File: src/rtl/vc_pkg.sv
`timescale 1ns/1ps
package vc_pkg;
   typedef enum logic [2:0] {
      ST_IDLE  = 3'd0,
      ST_SWAP  = 3'd1,
      ST_WB    = 3'd2,
      ST_RDREQ = 3'd3,
      ST_FILL  = 3'd4
   } vc_state_e;
endpackage

File: src/rtl/vc_main_array.sv
`timescale 1ns/1ps
module vc_main_array #(
   parameter int SETS   = 8,
   parameter int IDX_W  = 3,
   parameter int TAG_W  = 5,
   parameter int LINE_W = 128
) (
   input  logic              clk,
   input  logic              rst_n,
   input  logic [IDX_W-1:0]  rd_idx,
   output logic              rd_valid,
   output logic              rd_dirty,
   output logic [TAG_W-1:0]  rd_tag,
   output logic [LINE_W-1:0] rd_line,
   input  logic              wr_en,
   input  logic [IDX_W-1:0]  wr_idx,
   input  logic              wr_valid,
   input  logic              wr_dirty,
   input  logic [TAG_W-1:0]  wr_tag,
   input  logic [LINE_W-1:0] wr_line
);
   logic [SETS-1:0]   set_v;
   logic [SETS-1:0]   set_d;
   logic [TAG_W-1:0]  set_tag  [SETS];
   logic [LINE_W-1:0] set_line [SETS];

   for (genvar s = 0; s < SETS; s++) begin : g_set
      logic              v_r;
      logic              d_r;
      logic [TAG_W-1:0]  tag_r;
      logic [LINE_W-1:0] line_r;
      logic              sel;

      assign sel = wr_en && (wr_idx == IDX_W'(s));

      always_ff @(posedge clk or negedge rst_n) begin
         if (!rst_n) begin
            v_r <= 1'b0;
            d_r <= 1'b0;
         end else if (sel) begin
            v_r <= wr_valid;
            d_r <= wr_dirty;
         end
      end

      always_ff @(posedge clk) begin
         if (sel) begin
            tag_r  <= wr_tag;
            line_r <= wr_line;
         end
      end

      assign set_v[s]    = v_r;
      assign set_d[s]    = d_r;
      assign set_tag[s]  = tag_r;
      assign set_line[s] = line_r;
   end

   assign rd_valid = set_v[rd_idx];
   assign rd_dirty = set_d[rd_idx];
   assign rd_tag   = set_tag[rd_idx];
   assign rd_line  = set_line[rd_idx];
endmodule

File: src/rtl/vc_victim_buf.sv
`timescale 1ns/1ps
module vc_victim_buf #(
   parameter int NV     = 4,
   parameter int PTR_W  = 2,
   parameter int LA_W   = 8,
   parameter int LINE_W = 128
) (
   input  logic              clk,
   input  logic              rst_n,
   input  logic [LA_W-1:0]   look_la,
   output logic [NV-1:0]     hit_vec,
   output logic              hit,
   output logic [PTR_W-1:0]  hit_idx,
   output logic              hit_dirty,
   output logic [LINE_W-1:0] hit_line,
   output logic [PTR_W-1:0]  ptr,
   output logic              ptr_valid,
   output logic              ptr_dirty,
   output logic [LA_W-1:0]   ptr_la,
   output logic [LINE_W-1:0] ptr_line,
   input  logic              wr_en,
   input  logic [PTR_W-1:0]  wr_idx,
   input  logic              wr_valid,
   input  logic              wr_dirty,
   input  logic [LA_W-1:0]   wr_la,
   input  logic [LINE_W-1:0] wr_line,
   input  logic              ptr_adv
);
   logic [NV-1:0]     ent_v;
   logic [NV-1:0]     ent_d;
   logic [LA_W-1:0]   ent_la   [NV];
   logic [LINE_W-1:0] ent_line [NV];
   logic [PTR_W-1:0]  ptr_q;

   for (genvar e = 0; e < NV; e++) begin : g_ent
      logic              v_r;
      logic              d_r;
      logic [LA_W-1:0]   la_r;
      logic [LINE_W-1:0] line_r;
      logic              sel;

      assign sel = wr_en && (wr_idx == PTR_W'(e));

      always_ff @(posedge clk or negedge rst_n) begin
         if (!rst_n) begin
            v_r <= 1'b0;
            d_r <= 1'b0;
         end else if (sel) begin
            v_r <= wr_valid;
            d_r <= wr_dirty;
         end
      end

      always_ff @(posedge clk) begin
         if (sel) begin
            la_r   <= wr_la;
            line_r <= wr_line;
         end
      end

      assign ent_v[e]    = v_r;
      assign ent_d[e]    = d_r;
      assign ent_la[e]   = la_r;
      assign ent_line[e] = line_r;
      // one comparator per entry
      assign hit_vec[e]  = v_r && (la_r == look_la);
   end

   always_comb begin
      hit_idx   = '0;
      hit_dirty = 1'b0;
      hit_line  = '0;
      for (int e = 0; e < NV; e++) begin
         if (hit_vec[e]) begin
            hit_idx   = PTR_W'(e);
            hit_dirty = hit_dirty | ent_d[e];
            hit_line  = hit_line | ent_line[e];
         end
      end
   end

   assign hit = |hit_vec;

   if (NV == (1 << PTR_W)) begin : g_ptr_pow2
      always_ff @(posedge clk or negedge rst_n) begin
         if (!rst_n)       ptr_q <= '0;
         else if (ptr_adv) ptr_q <= ptr_q + PTR_W'(1);
      end
   end else begin : g_ptr_mod
      always_ff @(posedge clk or negedge rst_n) begin
         if (!rst_n)       ptr_q <= '0;
         else if (ptr_adv) ptr_q <= (ptr_q == PTR_W'(NV - 1)) ? '0 : ptr_q + PTR_W'(1);
      end
   end

   assign ptr       = ptr_q;
   assign ptr_valid = ent_v[ptr_q];
   assign ptr_dirty = ent_d[ptr_q];
   assign ptr_la    = ent_la[ptr_q];
   assign ptr_line  = ent_line[ptr_q];
endmodule

File: src/rtl/dm_victim_cache.sv
`timescale 1ns/1ps
module dm_victim_cache #(
   parameter int ADDR_W     = 10,
   parameter int WORD_W     = 32,
   parameter int LINE_WORDS = 4,
   parameter int SETS       = 8,
   parameter int VICTIMS    = 4
) (
   input  logic                                        clk,
   input  logic                                        rst_n,
   input  logic                                        cpu_req,
   input  logic                                        cpu_we,
   input  logic [ADDR_W-1:0]                           cpu_addr,
   input  logic [WORD_W-1:0]                           cpu_wdata,
   output logic                                        cpu_ready,
   output logic                                        cpu_rsp_valid,
   output logic [WORD_W-1:0]                           cpu_rdata,
   output logic                                        mem_rd_valid,
   input  logic                                        mem_rd_ready,
   output logic [ADDR_W-$clog2(LINE_WORDS)-1:0]        mem_rd_addr,
   input  logic                                        mem_fill_valid,
   output logic                                        mem_fill_ready,
   input  logic [WORD_W*LINE_WORDS-1:0]                mem_fill_data,
   output logic                                        mem_wb_valid,
   input  logic                                        mem_wb_ready,
   output logic [ADDR_W-$clog2(LINE_WORDS)-1:0]        mem_wb_addr,
   output logic [WORD_W*LINE_WORDS-1:0]                mem_wb_data
);
   import vc_pkg::*;

   localparam int OFF_W  = $clog2(LINE_WORDS);
   localparam int IDX_W  = $clog2(SETS);
   localparam int LA_W   = ADDR_W - OFF_W;
   localparam int TAG_W  = LA_W - IDX_W;
   localparam int LINE_W = WORD_W * LINE_WORDS;
   localparam int PTR_W  = (VICTIMS > 1) ? $clog2(VICTIMS) : 1;

   if (LINE_WORDS < 2 || (1 << OFF_W) != LINE_WORDS) begin : g_bad_line
      $error("LINE_WORDS must be a power of two, at least 2");
   end
   if (SETS < 2 || (1 << IDX_W) != SETS) begin : g_bad_sets
      $error("SETS must be a power of two, at least 2");
   end
   if (TAG_W < 1) begin : g_bad_tag
      $error("ADDR_W too small for the chosen line size and set count");
   end
   if (VICTIMS < 1) begin : g_bad_victims
      $error("VICTIMS must be at least 1");
   end

   vc_state_e           state_q, state_d;
   logic                q_we;
   logic [ADDR_W-1:0]   q_addr;
   logic [WORD_W-1:0]   q_wdata;

   logic [ADDR_W-1:0]   look_addr;
   logic [LA_W-1:0]     look_la;
   logic [IDX_W-1:0]    look_idx;
   logic [TAG_W-1:0]    look_tag;
   logic [OFF_W-1:0]    look_off;
   logic                cur_we;
   logic [WORD_W-1:0]   cur_wdata;

   logic                m_valid, m_dirty;
   logic [TAG_W-1:0]    m_tag;
   logic [LINE_W-1:0]   m_line;
   logic                m_wr_en, m_wr_dirty;
   logic                main_hit;

   logic [VICTIMS-1:0]  vb_hit_vec;
   logic                vb_hit, vb_hit_dirty;
   logic [PTR_W-1:0]    vb_hit_idx, vb_ptr;
   logic [LINE_W-1:0]   vb_hit_line, vb_ptr_line;
   logic                vb_ptr_valid, vb_ptr_dirty;
   logic [LA_W-1:0]     vb_ptr_la;
   logic                vb_wr_en, vb_ptr_adv;
   logic [PTR_W-1:0]    vb_wr_idx;

   logic                acc_idle, fill_fire, rsp_fire, need_wb;
   logic [LINE_W-1:0]   src_line, new_line;
   logic [WORD_W-1:0]   rsp_word;
   logic                rsp_q;
   logic [WORD_W-1:0]   rdata_q;

   function automatic logic [LINE_W-1:0] put_word(input logic [LINE_W-1:0] line,
                                                   input logic [OFF_W-1:0]  off,
                                                   input logic [WORD_W-1:0] w);
      logic [LINE_W-1:0] r;
      r = line;
      r[int'(off)*WORD_W +: WORD_W] = w;
      return r;
   endfunction

   // address split: held request while a miss is in flight
   assign look_addr = (state_q == ST_IDLE) ? cpu_addr : q_addr;
   assign look_la   = look_addr[ADDR_W-1:OFF_W];
   assign look_off  = look_addr[OFF_W-1:0];
   assign look_idx  = look_la[IDX_W-1:0];
   assign look_tag  = look_la[LA_W-1:IDX_W];
   assign cur_we    = (state_q == ST_IDLE) ? cpu_we    : q_we;
   assign cur_wdata = (state_q == ST_IDLE) ? cpu_wdata : q_wdata;

   vc_main_array #(
      .SETS(SETS), .IDX_W(IDX_W), .TAG_W(TAG_W), .LINE_W(LINE_W)
   ) u_main (
      .clk(clk), .rst_n(rst_n),
      .rd_idx(look_idx), .rd_valid(m_valid), .rd_dirty(m_dirty),
      .rd_tag(m_tag), .rd_line(m_line),
      .wr_en(m_wr_en), .wr_idx(look_idx), .wr_valid(1'b1),
      .wr_dirty(m_wr_dirty), .wr_tag(look_tag), .wr_line(new_line)
   );

   vc_victim_buf #(
      .NV(VICTIMS), .PTR_W(PTR_W), .LA_W(LA_W), .LINE_W(LINE_W)
   ) u_vb (
      .clk(clk), .rst_n(rst_n),
      .look_la(look_la), .hit_vec(vb_hit_vec), .hit(vb_hit),
      .hit_idx(vb_hit_idx), .hit_dirty(vb_hit_dirty), .hit_line(vb_hit_line),
      .ptr(vb_ptr), .ptr_valid(vb_ptr_valid), .ptr_dirty(vb_ptr_dirty),
      .ptr_la(vb_ptr_la), .ptr_line(vb_ptr_line),
      .wr_en(vb_wr_en), .wr_idx(vb_wr_idx), .wr_valid(m_valid),
      .wr_dirty(m_dirty), .wr_la({m_tag, look_idx}), .wr_line(m_line),
      .ptr_adv(vb_ptr_adv)
   );

   assign main_hit  = m_valid && (m_tag == look_tag);
   assign acc_idle  = (state_q == ST_IDLE) && cpu_req;
   assign fill_fire = (state_q == ST_FILL) && mem_fill_valid;
   assign need_wb   = m_valid && vb_ptr_valid && vb_ptr_dirty;

   // line that the access completes on, and its merged form
   always_comb begin
      case (state_q)
         ST_SWAP: src_line = vb_hit_line;
         ST_FILL: src_line = mem_fill_data;
         default: src_line = m_line;
      endcase
      new_line = cur_we ? put_word(src_line, look_off, cur_wdata) : src_line;
      rsp_word = new_line[int'(look_off)*WORD_W +: WORD_W];
   end

   assign m_wr_en    = (acc_idle && main_hit && cur_we) || (state_q == ST_SWAP) || fill_fire;
   assign m_wr_dirty = (state_q == ST_IDLE) ? 1'b1 :
                       (state_q == ST_SWAP) ? (vb_hit_dirty | cur_we) : cur_we;
   assign vb_wr_en   = (state_q == ST_SWAP) || (fill_fire && m_valid);
   assign vb_wr_idx  = (state_q == ST_SWAP) ? vb_hit_idx : vb_ptr;
   assign vb_ptr_adv = fill_fire && m_valid;
   assign rsp_fire   = (acc_idle && main_hit) || (state_q == ST_SWAP) || fill_fire;

   always_comb begin
      state_d = state_q;
      case (state_q)
         ST_IDLE: begin
            if (cpu_req && !main_hit) begin
               if (vb_hit)       state_d = ST_SWAP;
               else if (need_wb) state_d = ST_WB;
               else              state_d = ST_RDREQ;
            end
         end
         ST_SWAP:  state_d = ST_IDLE;
         ST_WB:    if (mem_wb_ready)   state_d = ST_RDREQ;
         ST_RDREQ: if (mem_rd_ready)   state_d = ST_FILL;
         ST_FILL:  if (mem_fill_valid) state_d = ST_IDLE;
         default:  state_d = ST_IDLE;
      endcase
   end

   always_ff @(posedge clk or negedge rst_n) begin
      if (!rst_n) begin
         state_q <= ST_IDLE;
         rsp_q   <= 1'b0;
      end else begin
         state_q <= state_d;
         rsp_q   <= rsp_fire;
      end
   end

   always_ff @(posedge clk) begin
      if (acc_idle) begin
         q_we    <= cpu_we;
         q_addr  <= cpu_addr;
         q_wdata <= cpu_wdata;
      end
      if (rsp_fire) rdata_q <= rsp_word;
   end

   assign cpu_ready      = (state_q == ST_IDLE);
   assign cpu_rsp_valid  = rsp_q;
   assign cpu_rdata      = rdata_q;
   assign mem_rd_valid   = (state_q == ST_RDREQ);
   assign mem_rd_addr    = q_addr[ADDR_W-1:OFF_W];
   assign mem_fill_ready = (state_q == ST_FILL);
   assign mem_wb_valid   = (state_q == ST_WB);
   assign mem_wb_addr    = vb_ptr_la;
   assign mem_wb_data    = vb_ptr_line;
endmodule

File: config.mk
export PLATFORM = sky130hd
export DESIGN_NAME = dm_victim_cache
export DESIGN_NICKNAME = d
export VERILOG_FILES = /design/src/rtl/vc_pkg.sv /design/src/rtl/vc_main_array.sv /design/src/rtl/vc_victim_buf.sv /design/src/rtl/dm_victim_cache.sv
export SDC_FILE = /design/constraint.sdc
export NUM_CORES = 2
export LEC_CHECK = 0
export ABC_CLOCK_PERIOD_IN_PS = 18000
export BUFFER_PORTS_ARGS = -buffer_cell sky130_fd_sc_hd__buf_2
export CAP_MARGIN = 15
export CORE_MARGIN = 2
export CORE_UTILIZATION = 38
export DETAILED_ROUTE_END_ITERATION = 8
export MAX_ROUTING_LAYER = met4
export PLACE_DENSITY = 0.56
export SYNTH_ARGS = -nofsm -noshare
export SYNTH_HDL_FRONTEND = slang
export SYNTH_SLANG_ARGS = --single-unit
File: constraint.sdc
create_clock -name clk -period 18 [get_ports clk]
set_clock_uncertainty 0.05 [all_clocks]
set_input_delay 3.6 -clock clk [delete_from_list [all_inputs] [get_ports clk]]
set_output_delay 3.6 -clock clk [all_outputs]
set_load 0.01 [all_outputs]
* After elaboration in Yosys (flattened, before gate mapping)
Cells that the tools add are included.
** Operators by class
- Mux-type cells :: 47
- Reduce and logical (&&, ||, !) cells :: 36
- Shifts and indexed selects :: 3
- Bitwise operators :: 9
- Add/subtract/negate cells :: 2
- Order comparisons :: 4
- Eq/ne operators :: 23
** Operators by type and width (number)
- 2-to-1 mux 128 bit :: 9
- binary-select mux 128 bit (select 3 bit) :: 1
- bitwise OR 128 bit :: 3
- binary-select mux 128 bit (select 2 bit) :: 1
- one-hot mux 128 bit (2 select lines) :: 1
- bitwise mux 128 bit :: 1
- variable shift 32 x 33 -> 128 bit (first input constant) :: 1
- indexed part select 128 x 8 -> 32 bit :: 1
- indexed part select 32 x 33 -> 128 bit :: 1
- negator 7 -> 33 bit :: 1
- equality test 8 bit :: 4
- 2-to-1 mux 32 bit :: 1
- logical AND 1 bit :: 25
- binary-select mux 8 bit (select 2 bit) :: 1
- 2-to-1 mux 8 bit :: 2
- binary-select mux 5 bit (select 3 bit) :: 1
- equality test 3 bit (second input constant) :: 5
- 2-to-1 mux 1 bit :: 13
- equality test 3 x 2 -> 1 bit (second input constant) :: 4
- 2-to-1 mux 3 bit :: 4
- one-hot mux 3 bit (4 select lines) :: 1
- 2-to-1 mux 10 bit :: 1
- 2-to-1 mux 5 bit :: 2
- 2-to-1 mux 2 bit :: 4
- 22 further kinds :: 36
** Word-level totals
- Word-level logic and storage cells :: 179
- Register bits after elaboration :: 1713
- Input port bits :: 177

* Logic depth before layout (Yosys ltp)
- Word-level depth :: 15
- Gate-level depth with buffers :: 17
- Depth with buffers taken out :: 12

* Cells and area by module
From an unflattened synthesis, not the netlist that was laid out.
** Second synthesis, totals
- Cells, all modules :: 4640
- Area total of the unflattened synthesis :: 77117.7 sq um
** Modules (own cells, without submodules)
- vc_main_array :: cells each 1587, area an instance 40700.3 sq um, instances 1, sequential area each 32351.0 sq um
- vc_victim_buf :: cells each 1521, area an instance 24818.8 sq um, instances 1, sequential area each 16585.9 sq um
- dm_victim_cache :: cells each 1532, area an instance 11598.6 sq um, instances 1, sequential area each 2352.3 sq um

* Least setup slack after synthesis
No wires, ideal clock.
- Path kind :: input -> register
- Start point :: input port cpu_addr[3]
- End point :: register u_vb.g_ent[1].d_r
- Stages on the path :: 11
- Data required time :: 17.835 ns
- Path slack :: 1.775 ns
- Arrival time :: 16.059 ns
- Library setup time :: 0.115 ns
- Path through :: clkbuf_1 nand2b_1 mux2i_1 buf_2 a221oi_1 o21ai_0 and2_1 and3_1 nand2_1 o21ai_0 mux2_2
** Between the ends
- Cells in the longest elaborated chain, start to end :: 9
** Ends and longest elaborated chain
- start, declared :: RTL line dm_victim_cache.sv:13 : input logic [ADDR_W-1:0] cpu_addr,
- 2-to-1 mux 10 bit (*) :: RTL line dm_victim_cache.sv:95 : assign look_addr = (state_q == ST_IDLE) ? cpu_addr : q_addr;
- equality test 8 bit :: RTL line vc_victim_buf.sv:66 : assign hit_vec[e] = v_r && (la_r == look_la);
- logical AND 1 bit :: RTL line vc_victim_buf.sv:66
- 2-to-1 mux 1 bit :: RTL line vc_victim_buf.sv:74 : if (hit_vec[e]) begin
- 2-to-1 mux 2 bit (2 in series) :: RTL line vc_victim_buf.sv:74
- 2-to-1 mux 2 bit :: RTL line dm_victim_cache.sv:146 : assign vb_wr_idx = (state_q == ST_SWAP) ? vb_hit_idx : vb_ptr;
- equality test 2 x 1 -> 1 bit :: RTL line vc_victim_buf.sv:42 : assign sel = wr_en && (wr_idx == PTR_W'(e));
- logical AND 1 bit (*) :: RTL line vc_victim_buf.sv:42
- net u_vb.g_ent[1].sel :: RTL line vc_victim_buf.sv:40 : logic sel;
- end signal, assigned :: RTL line vc_victim_buf.sv:50 : d_r <= wr_dirty;
- end, declared :: RTL line vc_victim_buf.sv:37 : logic d_r;
The timed path passes the listed nets; every way through them passes the cells marked *. The select of a mux whose other input is x is not followed.
A chain may end at the register's enable or synchronous reset.

* Final worst setup path
- Start point :: input port cpu_addr[4]
- End point :: register u_main.g_set[1].line_r[0] (enable)
** Between the ends
- Cells in the longest elaborated chain, start to end :: 12
** Ends and longest elaborated chain
- 2-to-1 mux 10 bit :: RTL line dm_victim_cache.sv:95
- inverter 3 -> 4 bit (implied by the code) :: RTL line vc_main_array.sv:61 : assign rd_tag = set_tag[rd_idx];
- binary-select mux 5 bit (select 3 bit) :: RTL line vc_main_array.sv:61
- 2-to-1 mux 5 bit (implied by the code) (2 in series) :: RTL line vc_main_array.sv:61
- net m_tag[2] :: RTL line dm_victim_cache.sv:65 : logic [TAG_W-1:0] m_tag;
- equality test 5 bit :: RTL line dm_victim_cache.sv:126 : assign main_hit = m_valid && (m_tag == look_tag);
- logical AND 1 bit :: RTL line dm_victim_cache.sv:126
- logical AND 1 bit (2 in series) :: RTL line dm_victim_cache.sv:142 : assign m_wr_en = (acc_idle && main_hit && cur_we) || (state_q == ST_SWAP) || fill_fire;
- logical OR 1 bit (2 in series) :: RTL line dm_victim_cache.sv:142
- logical AND 1 bit :: RTL line vc_main_array.sv:34 : assign sel = wr_en && (wr_idx == IDX_W'(s));
- net u_main.g_set[1].sel :: RTL line vc_main_array.sv:32 : logic sel;
- end signal, assigned :: RTL line vc_main_array.sv:49 : line_r <= wr_line;
- end, declared :: RTL line vc_main_array.sv:31 : logic [LINE_W-1:0] line_r;
The timed path passes the listed nets, and every way through them passes these cells. The select of a mux whose other input is x is not followed.

==> results.md <==
- TritonCTS clock tree: built
- Synthesized area: 71700 um2
- Initial Utilization: 0.382
- Max-slew headroom at the worst pin: 0.0687
- WP data required: 18.41 ns
- Setup TNS: 0 ns
- CP endpoint kind: register
- Number of hold buffers added after CTS: 0
- Fillers: about 17000
- Largest net degree at the start of global routing: 168
- Violation count after the first detailed-route iteration: between 7000 and 8000
- Critical path startpoint: cpu_addr[4]
- Total congestion overflow: 0
- Area of all placed cells without fillers: 82200 um2
- Synthesis-to-layout area growth: 14.6%
- CTS sink count: 1713
- Maximum root-to-sink buffer count: 3
- FF/Latch Area: between 50000 and 60000 um2
- Final-report hold violation count: 0
- Floorplan row count: 159
- Count of state elements after synthesis: 1713
- Slowest cell on the critical path: buf_4
- Fraction of power consumed by the clock network: 0.200
- Global-route wire length before repair: between 300000 and 400000 um
- Critical path type: in2reg
- Cell Chain, Critical Path: buf_2, or4b_1, and2_4, buf_4, buf_4, a221o_1, o22a_1, xnor2_1, nand4_1, o32ai_2, nand2_1, inv_6, buf_4, buf_4
- Length in cells of the worst reg-to-reg path: 13
- Post-route ant nets: 0
- Cell taking the most area after synthesis: edfxtp_1
- Post-detailed-route via-to-cell ratio: 6.38
- Number of enable-type register cells in the synthesized netlist: 1683
- Placement Cell Area: between 70000 and 80000 um2
- Sequential share of power: 0.373
- Weighted congestion reported at the end of routability-driven placement: 0.877
- Ratio of cells with drive above 1 in the final layout: 0.186
- Post-CTS Setup Bufs: 0
- Avg Inst Size Synth: between 15 and 20 um2
- Detailed-route via count: 49089
- Min Tclk post-route: around 9.1 ns
- Number of nets at the end of the flow: 5232
- Root buffer selected by CTS: clkbuf_16
- Switching part of the total power: 0.414
- Total detailed-routing wirelength: 269000 um
- Maximum clock frequency: 110 MHz
- Logic pwr share: 0.427
- Internal power: 10400 uW
- Critical path's largest stage delay: approximately 0.9 ns
- Post-DP HPWL: 161000 um
- Placeable core region: 188000 um2
- Top FF cell, synth: edfxtp_1
- Share of the synthesized area in the top cell type: 0.705
- Max-cap viol count: 0
- Psw: 7320 uW
- Most used cells in the layout excluding fill and tap cells: 1683 x edfxtp_1, 532 x a21oi_1, 383 x nand2_1
- Total GRT Usage: 0.281
- CTS Buf Count: between 150 and 200
- Maximum fanout count along the critical path: 57
- Setup violations, final: 0
- IR drop worst, VDD: between 0.1 and 0.15 mV
- Final worst hold slack: 0.428 ns
- Port Buf Inserts: 357
- Number of ports placed on the die boundary: around 360
- Height of the die: 438 um
- Beginning of the worst register-to-register path: state_q[1]
- RSZ-0062 raised after global routing: false
- Count of pins over their slew limit: 0
- Synthesized netlist net count: between 4000 and 5000
- Register area share after synthesis: 0.715
- Multi-input gate area: 18700 um2
- Router iterations before antenna repair: 6
- Most common library cell in the layout ignoring fill and taps: edfxtp_1
- Number of global-route vias before repair: between 40000 and 50000
- Setup crit end: u_main.g_set[1].line_r[0]
- Placed Cells incl. Taps: 7355
- Clock Pin Slew Worst Setup and Hold Paths: 0.06 ns
- Leading cell types by total area after synthesis: edfxtp_1 70%, mux4_2 4.3%, a221o_1 4.2%
- Share of flip-flops with an asynchronous set or reset after synthesis: 0.0175
- Setup slack on the worst flop-to-flop path: 10.64 ns
- Width of the die: 438 um
- Tcrit/Tclk final: 0.506
- H-tree depth: 4
- Most numerous cell on the critical path: buf_4
- Post-route total power: 17700 uW
- Type of the tightest min-delay check: reg2reg
- Final cell count without fillers: 7697
- Resize count post-CTS: 0
- Post-detailed-route wirelength per cell: about 35 um
- Area of the die: 192000 um2
- End of the worst register-to-register path: u_main.g_set[1].line_r[0]
- Startpoint type of the worst setup path: input pin
- Transition time at the pin with the least slew margin: about 1.4 ns
- Result of the run: finished, final reports clean
- Detailed-route DRC error count: 0
- Number of different library cells in the post-synthesis netlist: 68
- Reported leakage power: 0.0267 uW
- Yosys warnings: 0
- Arrival time of the worst setup path: ~9.5 ns
- Power per cell area: 215 nW/um2
- Number of antenna violations at the first check in global routing: 25
- Gate Count Post-Synth: 4771
- Worst-skew pair later-pin latency: around 0.83 ns
==> layout make-up <==
type                    instances  share of cell area
repair buffers                509              0.0379
well taps                    2495              0.0380
inverters                      92             0.00469
flip-flops and latches       1713               0.624
clock buffers                 227              0.0575
diodes                         21            0.000640
clock inverters                85             0.00873
multi-input cells            2555               0.228
==> per-stage QoR <==
stage / setup slack [ns] / util
floorplan: 1.78 / -
global placement: 8.24 / 0.408
detailed placement: 8.18 / 0.408
CTS: 9.03 / 0.437
global route: 8.79 / 0.438
finish: 8.90 / 0.438
==> power groups by stage <==
stage	clock network [uW]	registers (uW)	logic [uW]
final	3540	6610	7560
after global routing	3710	6640	7860
after CTS	3570	6600	7400
after detailed placement	0	6680	7380
after global placement	0	6660	7310
after floorplan	0	6570	3910
==> cells in the mapped netlist, drive strengths merged (7+ instances only) <==
cell type / number
a21oi: 533
o21a: 51
a221oi: 55
a221o: 298
clkbuf: 307
a22oi: 192
xnor2: 19
xor2: 14
nand3: 170
nor2: 23
mux2i: 60
nor3: 7
o21ai: 228
and2: 8
edfxtp: 1683
dfrtp: 30
mux4: 136
buf: 104
o22ai: 7
mux2: 18
nand2b: 14
inv: 92
o31ai: 55
a31oi: 133
nand2: 384
o22a: 83
==> routing by layer <==
| layer | GRT usage | vias up | part of all wire |
|---|---|---|---|
| li1 | - | 19930 | - |
| met3 | 0.0587 | 489 | 0.10 |
| met4 | 0.133 | 0 | 0.049 |
| met1 | 0.371 | 25549 | 0.40 |
| met2 | 0.414 | 3121 | 0.45 |
| met5 | - | - | 0 |
==> cell families after synthesis <==
logic type,share of synthesized area
flops,0.715
compound gates,0.159
simple gates,0.0388
buf+inv,0.0276
mux,0.0540
xor+xnor,0.00403
fa+ha+maj,0.000873
==> registers in the layout, indices dropped and copies added (netlist names), 3 cells and up <==
register / flops
cpu_rdata: 32
q_addr: 10
q_wdata: 32
state_q: 3
u_main.g_set.d_r: 8
u_main.g_set.line_r: 1024
u_main.g_set.tag_r: 40
u_main.g_set.v_r: 8
u_vb.g_ent.d_r: 4
u_vb.g_ent.la_r: 32
u_vb.g_ent.line_r: 512
u_vb.g_ent.v_r: 4
==> worst min path at each step <==
stage                         from                  end  slack (ns)  cells after the start
4_1_cts        u_main.g_set[6].v_r  u_main.g_set[6].v_r        0.42                      1
3_5_place_dp   u_main.g_set[6].v_r  u_main.g_set[6].v_r        0.41                      1
3_3_place_gp   u_main.g_set[6].v_r  u_main.g_set[6].v_r        0.40                      1
6_report       u_main.g_set[6].v_r  u_main.g_set[6].v_r        0.43                      1
5_1_grt        u_main.g_set[6].v_r  u_main.g_set[6].v_r        0.44                      1
2_1_floorplan  u_main.g_set[3].v_r  u_main.g_set[3].v_r        0.38                      1
==> critical path: cells and delay by family <==
kind / cells / cell delay (ns)
AOI/OAI and AO/OA: 3 / 0.93
xor gates and xnor gates: 1 / 0.15
buffers and inverters: 6 / 3.45
and+or+nand+nor: 4 / 1.10
No activity file was read; power rests on OpenSTA's default activity.
